$ cat src/rtl/drfm_pkg.sv
package drfm_pkg;

  localparam int unsigned PPM_SCALE = 1_000_000;

  // Tolerance count from a nominal count and a ppm figure (floor).
  function automatic logic [63:0] tol_from_ppm(input logic [63:0] nominal,
                                               input logic [63:0] ppm);
    logic [63:0] prod;
    prod = nominal * ppm;
    return prod / 64'(PPM_SCALE);
  endfunction

  // Magnitude of the signed difference between two unsigned counts.
  function automatic logic [63:0] abs_gap(input logic [63:0] a,
                                          input logic [63:0] b);
    return (a >= b) ? (a - b) : (b - a);
  endfunction

  // Out-of-tolerance decision: no edges, or outside the window.
  function automatic logic beyond_window(input logic [63:0] count,
                                         input logic [63:0] nominal,
                                         input logic [63:0] tol);
    if (count == 64'd0) return 1'b1;
    return abs_gap(count, nominal) > tol;
  endfunction

endpackage

$ cat src/rtl/drfm_edge_sync.sv
module drfm_edge_sync #(
  parameter int unsigned SYNC_STAGES = 2
) (
  input  logic clk,
  input  logic rst_n,
  input  logic async_in,
  output logic rise
);
  localparam int unsigned CHAIN_W = SYNC_STAGES + 1;

  logic [CHAIN_W-1:0] chain_q;

  always_ff @(posedge clk or negedge rst_n) begin
    if (!rst_n) begin
      chain_q <= '0;
    end else begin
      chain_q <= {chain_q[CHAIN_W-2:0], async_in};
    end
  end

  // chain_q[SYNC_STAGES-1] is the last synchronizer stage; the extra
  // stage holds its previous value for edge detection.
  assign rise = chain_q[SYNC_STAGES-1] & ~chain_q[SYNC_STAGES];

endmodule

$ cat src/rtl/drfm_gate_timer.sv
module drfm_gate_timer #(
  parameter int unsigned GATE_CYCLES = 100_000_000
) (
  input  logic clk,
  input  logic rst_n,
  output logic win_end
);
  localparam int unsigned TMR_W    = (GATE_CYCLES > 2) ? $clog2(GATE_CYCLES) : 1;
  localparam logic [TMR_W-1:0] LAST = TMR_W'(GATE_CYCLES - 1);

  logic [TMR_W-1:0] tmr_q;

  assign win_end = (tmr_q == LAST);

  always_ff @(posedge clk or negedge rst_n) begin
    if (!rst_n) begin
      tmr_q <= '0;
    end else if (win_end) begin
      tmr_q <= '0;
    end else begin
      tmr_q <= tmr_q + 1'b1;
    end
  end

endmodule

$ cat src/rtl/drfm_edge_counter.sv
module drfm_edge_counter #(
  parameter int unsigned CNT_W = 8
) (
  input  logic             clk,
  input  logic             rst_n,
  input  logic             rise,
  input  logic             win_end,
  output logic [CNT_W-1:0] win_total
);
  logic [CNT_W-1:0] cnt_q;

  // The total seen by the judge includes an edge that lands on the close.
  assign win_total = cnt_q + CNT_W'(rise);

  always_ff @(posedge clk or negedge rst_n) begin
    if (!rst_n) begin
      cnt_q <= '0;
    end else if (win_end) begin
      cnt_q <= '0;
    end else if (rise) begin
      cnt_q <= cnt_q + 1'b1;
    end
  end

endmodule

$ cat src/rtl/drfm_tol_judge.sv
module drfm_tol_judge
  import drfm_pkg::*;
#(
  parameter int unsigned CNT_W         = 8,
  parameter int unsigned NOMINAL_COUNT = 100,
  parameter int unsigned TOL_PPM       = 12
) (
  input  logic             clk,
  input  logic             rst_n,
  input  logic             win_end,
  input  logic [CNT_W-1:0] win_total,
  output logic             flag
);
  localparam logic [63:0] NOM64 = 64'(NOMINAL_COUNT);
  localparam logic [63:0] TOL64 = tol_from_ppm(64'(NOMINAL_COUNT), 64'(TOL_PPM));

  logic verdict;

  assign verdict = beyond_window(64'(win_total), NOM64, TOL64);

  always_ff @(posedge clk or negedge rst_n) begin
    if (!rst_n) begin
      flag <= 1'b0;
    end else if (win_end) begin
      flag <= verdict;
    end
  end

endmodule

$ cat src/rtl/dual_ref_freq_monitor.sv
module dual_ref_freq_monitor #(
  parameter int unsigned NUM_REFS      = 2,
  parameter int unsigned SYNC_STAGES   = 2,
  parameter int unsigned GATE_CYCLES   = 100_000_000,
  parameter int unsigned NOMINAL_COUNT = 16_384_000,
  parameter int unsigned TOL_PPM       = 12
) (
  input  logic                clk,
  input  logic                rst_n,
  input  logic [NUM_REFS-1:0] ref_in,
  output logic [NUM_REFS-1:0] off_freq
);
  localparam int unsigned CNT_W = $clog2(GATE_CYCLES + 1);

  // Named internal events, observed by the bound checker.
  logic                           win_end;
  logic [NUM_REFS-1:0]            ref_rise;
  logic [NUM_REFS-1:0][CNT_W-1:0] win_total;

  drfm_gate_timer #(
    .GATE_CYCLES(GATE_CYCLES)
  ) u_timer (
    .clk     (clk),
    .rst_n   (rst_n),
    .win_end (win_end)
  );

  for (genvar g = 0; g < NUM_REFS; g++) begin : g_chan
    drfm_edge_sync #(
      .SYNC_STAGES(SYNC_STAGES)
    ) u_sync (
      .clk      (clk),
      .rst_n    (rst_n),
      .async_in (ref_in[g]),
      .rise     (ref_rise[g])
    );

    drfm_edge_counter #(
      .CNT_W(CNT_W)
    ) u_count (
      .clk       (clk),
      .rst_n     (rst_n),
      .rise      (ref_rise[g]),
      .win_end   (win_end),
      .win_total (win_total[g])
    );

    drfm_tol_judge #(
      .CNT_W         (CNT_W),
      .NOMINAL_COUNT (NOMINAL_COUNT),
      .TOL_PPM       (TOL_PPM)
    ) u_judge (
      .clk       (clk),
      .rst_n     (rst_n),
      .win_end   (win_end),
      .win_total (win_total[g]),
      .flag      (off_freq[g])
    );
  end

endmodule

$ cat config.mk
export PLATFORM = sky130hd
export DESIGN_NAME = dual_ref_freq_monitor
export DESIGN_NICKNAME = d
export VERILOG_FILES = /design/src/rtl/drfm_pkg.sv /design/src/rtl/drfm_edge_sync.sv /design/src/rtl/drfm_gate_timer.sv /design/src/rtl/drfm_edge_counter.sv /design/src/rtl/drfm_tol_judge.sv /design/src/rtl/dual_ref_freq_monitor.sv
export SDC_FILE = /design/constraint.sdc
export NUM_CORES = 1
export LEC_CHECK = 0
export ABC_AREA = 1
export CAP_MARGIN = 20
export CELL_PAD_IN_SITES_DETAIL_PLACEMENT = 0
export CELL_PAD_IN_SITES_GLOBAL_PLACEMENT = 1
export CORE_MARGIN = 3
export CORE_UTILIZATION = 49
export CTS_BUF_LIST = sky130_fd_sc_hd__clkbuf_16
export CTS_CLUSTER_DIAMETER = 120
export CTS_CLUSTER_SIZE = 14
export DETAILED_ROUTE_END_ITERATION = 16
export HOLD_SLACK_MARGIN = 0.12
export PLACE_DENSITY = 0.86
export SYNTH_ARGS = -nofsm -noshare
export SYNTH_HDL_FRONTEND = slang
export SYNTH_SLANG_ARGS = --single-unit
$ cat constraint.sdc
create_clock -name clk -period 5.1 [get_ports clk]
set_input_delay 0.51 -clock clk [delete_from_list [all_inputs] [get_ports clk]]
set_output_delay 0.51 -clock clk [all_outputs]
set_load 0.02 [all_outputs]
## Word level (Yosys, flattened, before mapping)

Cells that the tools add are included.
W data, S select, Z words.

| cells by class | value |
|---|---|
| add/subtract/negate cells | 9 |
| $lt $le $gt $ge | 4 |
| eq/ne operators | 1 |
| muxes and demuxes | 13 |
| bitwise gates (word level) | 4 |
| reduce and logical (&&, ||, !) cells | 4 |

Operator list:

| operator | number |
|---|---|
| $mux W27 | 5 |
| $gt A64 B8 Y1 const B | 2 |
| $mux W64 | 2 |
| $add A27 B1 Y27 const B | 3 |
| $sub A24 B27 Y28 const A | 2 |
| $sub A27 B24 Y28 const B | 2 |
| $add A27 B1 Y27 | 2 |
| $ge A27 B24 Y1 const B | 2 |
| $logic_not A27 Y1 | 2 |
| $eq A27 B27 Y1 const B | 1 |
| $mux W1 | 6 |
| $reduce_bool A2 Y1 | 2 |
| $and A1 B1 Y1 | 2 |
| $not A1 Y1 | 2 |

| word-level totals | value |
|---|---|
| register bits | 89 |
| input bits | 4 |
| output and inout port bits | 2 |

## Depth between registers and ports, before layout

| depth | value |
|---|---|
| depth after elaboration | 7 |
| mapped depth | 25 |

## Hierarchy

Synthesis repeated with hierarchy kept, for this count alone.

| second synthesis, totals | value |
|---|---|
| cells, all modules | 1,316 |
| area total of the unflattened synthesis | 8,190.4 sq um |

Modules (own cells, without submodules):

| module | times used | cells an instance | area each (sq um) | seq. area each (sq um) |
|---|---|---|---|---|
| drfm_edge_counter | 2 | 278 | 2,018.2 | 675.6 |
| drfm_tol_judge | 2 | 261 | 1,179.9 | 25.0 |
| drfm_gate_timer | 1 | 228 | 1,624.1 | 675.6 |
| drfm_edge_sync | 2 | 5 | 85.1 | 75.1 |

## Least setup slack after synthesis

No wires, ideal clock.

| path | value |
|---|---|
| kind | flip-flop to flip-flop |
| start point | register g_chan[1].u_sync.chain_q[2] |
| end point | register g_chan[1].u_judge.flag |
| library setup time | 0.117 ns |
| arrival | 2.837 ns |
| slack | 2.146 ns |
| cell stages (with the launch flop) | 24 |
| path buffers | 1 |
| cell sequence | dfrtp_1 -> nor2_1 -> ha_1 -> ha_1 -> inv_1 -> nor2_4 -> nand2_1 -> nor2_2 -> nand3_1 -> nand2_2 -> nand2_2 -> nor2_4 -> nand2_4 -> nand2_8 -> inv_2 -> buf_6 -> nand2_1 -> nand2_1 -> nor2_1 -> nand3_1 -> nor2_1 -> nand3_1 -> nor2_1 -> nor2_1 |

| between the ends | value |
|---|---|
| word-level cells in the longest chain between the ends | 7 |
| elaborated cells on any way between the ends | 11 |
| classes of those cells | 3 x add/sub; 2 x order compare; 3 x mux; 2 x bitwise; 1 x reduce/logical |

Ends and longest elaborated chain:

| item | RTL line | source |
|---|---|---|
| from (decl) | drfm_edge_sync.sv:11 | `logic [CHAIN_W-1:0] chain_q;` |
| from (signal assigned) | drfm_edge_sync.sv:17 | `chain_q <= {chain_q[CHAIN_W-2:0], async_in};` |
| $not A1 Y1 * | drfm_edge_sync.sv:23 | `assign rise = chain_q[SYNC_STAGES-1] & ~chain_q[SYNC_STAGES];` |
| $and A1 B1 Y1 * | drfm_edge_sync.sv:23 |  |
| $add A27 B1 Y27 * | drfm_edge_counter.sv:13 | `assign win_total = cnt_q + CNT_W'(rise);` |
| $sub A24 B27 Y28 (tied with other cells) | drfm_pkg.sv:16 | `return (a >= b) ? (a - b) : (b - a);` |
| $mux W64 | drfm_pkg.sv:16 |  |
| $gt A64 B8 Y1 | drfm_pkg.sv:24 | `return abs_gap(count, nominal) > tol;` |
| $mux W1 * | drfm_pkg.sv:24 |  |
| to (signal assigned) | drfm_tol_judge.sv:25 | `flag <= verdict;` |
| to (decl) | drfm_tol_judge.sv:12 | `output logic flag` |

Mark *: on every way between the ends. The rest lies on a longest branch, timed or not.
A chain may end at the register's enable or synchronous reset.

## Final worst setup path

Same ends and word-level chain as after synthesis.

==> out/qor.yml <==
ff2ff_path_depth: 20
finalPower_mw: 1.971
grt_max_degree: 56
synthAdderAreaFrac: 0.02000
switching_share: 0.3313
yosysMostFrequentCell: "nand2_1"
n_antenna_cell: 0
setup_violations: 0
clock_skew_ns: 0.008370
cts_setup_buffers: 0
p_leak_nw: 4.154
arrival_ns: 3.83
synth.area.top_cells: "dfrtp_1 (27%), nand2_1 (19%), nor2_1 (9.8%), inv_1 (8.2%), nand3_1 (7.4%)"
grt-ovfl-total: 0
max_cap_viol_count: 0
start_util: 0.5065
drv_slew: 0
io_pins: 6
yosys.area.top_type: "dfrtp_1"
timing.final.ws_setup_ns: 1.518
drive_above_1_share: 0.07704
clkLatencyLatePin_ns: 0.35
globalplace.congestion: 0.8648
synth_seq_cells: 89
place_ws_ns: 1.546
drt-initial-drc-count: 723
first_pass_iters: 6
syn_inst: 1355
dieArea_um2: 18180
vias: 8287
cts_sinks: 89
vias_per_cell: 5.248
yosys.area_share.simple: 0.4959
synth_edf_count: 0
synthMuxAreaShare: 0
post-route-period-util: 0.7023
startpoint: "g_chan[1].u_sync.chain_q[2]"
period_minus_slack_ns: 3.582
nets: 1375
grt_pass1_wl_um: 38000
cp_max_fo: 7
synthXorXnorAreaFrac: 0.02692
fin_setup_tns_ns: 0
post_drt_wl_per_cell_um: 14.43
fmax_mhz: 279.2
tightestPinTransition_ns: 0.8198
fin_util: 0.5412
core_um2: 16060
antenna_found_initial: 0
p_clk_frac: 0.385
cts-root-buf: "clkbuf_16"
required_ns: 5.35
die_h_um: 134.8
syn-num-nets: 1372
peakVddDrop_mv: 0.1699
synth_cell_types: 45
postRouteAntennaNets: 0
areaGrowthSynthToFinish_pct: 6.845
hold_buffers: 0
rows: 46
startpoint_type: "register"
status: "complete, no violations"
async_flop_share: 1.000
avgSynthCellArea_um2: 6.003
dp_hpwl_um: 17540
cts.clk_slew.worst_paths_ns: 0.07
rsz0062_at_grt: "no"
synth_compound_area_frac: 0.08245
track_usage: 0.2580
switchingPower_mw: 0.6527
synth_seq_area_share: 0.2738
path_class: "register to register"
reg2reg_slack_ns: 1.52
netlist.area_leader.share: 0.2738
hold_class: "primary input to async pin"
cts_tree: "done"
final-hold-violation-count: 0
synth_warnings: 0
n_fill_cell: 1701
combPwrFrac: 0.203
clock_path_buffers: 2
cts_htree_levels: 3
power_frac_seq: 0.412
numCtsBuffers: 9
die_x_um: 134.8
relSlewSlack: 0.4493
crit_path_end_kind: "register"
power.internal_mw: 1.318
synth_top_family_by_area: "simple AND/OR/NAND/NOR gates"
drc: 0
io_buffer_count: 5
cts.repair.resized: 0
synth_ff_type: "dfrtp_1"
synth_common_cells: "nand2_1 (418), nor2_1 (212), inv_1 (178)"
pwr_density_cell_nw_per_um2: 226.7
reg2reg_from: "g_chan[1].u_sync.chain_q[2]"
wl_um: 22790
grt_pass1_vias: 7704
netlist_area_um2: 8134
final cells by class:
class / count / area, um^2 / share of cell area
tap: 216 / 270.3 / 0.03110
multi-input combinational: 1061 / 5086 / 0.5852
timing repair buffer: 8 / 70.07 / 0.008062
inverter: 189 / 709.4 / 0.08163
clock inverter: 7 / 102.6 / 0.01181
clock buffer: 9 / 225.2 / 0.02591
sequential: 89 / 2227 / 0.2563
routing by layer:
layer,global-route usage,wire (um)
met5,0,0
met4,0.1018,759
met3,0.02422,777
met2,0.4383,10850
met1,0.3402,10400
worst max-delay path, stage by stage (launching register included):
cell and delay (ns):
dfrtp_1 0.37, nor2_1 0.27, ha_1 0.37, ha_1 0.27, or2_2 0.34, nor2_1 0.19, nand2_1 0.07, nor2_1 0.09
nand3_1 0.18, nor2_1 0.30, nand3_1 0.24, nand2_1 0.13, nand2_1 0.05, nand2_1 0.06, nand2_1 0.05, nand2_1 0.07
nand3_1 0.06, nor2_1 0.12, nand3_1 0.09, nor2_1 0.09, nor2_1 0.05
placed cells by master, fill, tap and decap left out, types with 10 or more instances in the layout:
master,n
nand2_1,418
nor2_1,212
inv_1,179
nand3_1,120
dfrtp_1,89
o21ai_0,48
a21oi_1,43
nor3_1,31
nand2_2,24
nand4_1,24
xor2_1,21
nor2_2,20
nor2_4,16
nor4_1,14
ha_1,13
o21ai_1,11
inv_2,10
path summary, 6_finish.rpt:
check	to
setup reg to reg	g_chan[1].u_judge.flag
min in group clk	g_chan[1].u_sync.chain_q[1]
hold / removal	g_chan[1].u_judge.flag
max in group asynchronous	g_chan[1].u_count.cnt_q[18]
hold reg to reg	g_chan[1].u_sync.chain_q[1]
setup / recovery	g_chan[1].u_judge.flag
flip-flops by register name, summed over array words and instances (netlist names):
signal	count
g_chan.u_sync.chain_q	6
g_chan.u_judge.flag	2
g_chan.u_count.cnt_q	54
u_timer.tmr_q	27
kinds of logic after synthesis:
group,count (synthesis)
buffers and inverters,205
XOR/XNOR,25
adder cells (fa/ha/maj),13
flip-flops,89
AND/OR/NAND/NOR,901
AO/OA/AOI/OAI,122
per-stage QoR:
step | hold WS, ns | std cells | cell area (um^2)
6_report | 0.1138 | 1579 | 8691
4_1_cts | 0.1391 | 1579 | 8691
3_5_place_dp | 0.3371 | 1563 | 8363
3_3_place_gp | 0.3371 | 1563 | 8363
5_1_grt | 0.1487 | 1579 | 8691
2_1_floorplan | 0.2144 | 1355 | 8134
power by group through the flow:
| stage | logic (mW) | registers, mW | clock network [mW] |
|---|---|---|---|
| 6_report | 0.399 | 0.812 | 0.759 |
| 3_5_place_dp | 0.397 | 0.825 | 0 |
| 5_1_grt | 0.460 | 0.819 | 0.801 |
| 3_3_place_gp | 0.394 | 0.826 | 0 |
| 4_1_cts | 0.399 | 0.812 | 0.771 |
| 2_1_floorplan | 0.320 | 0.803 | 0 |
Power figures use the tool's default switching activity.
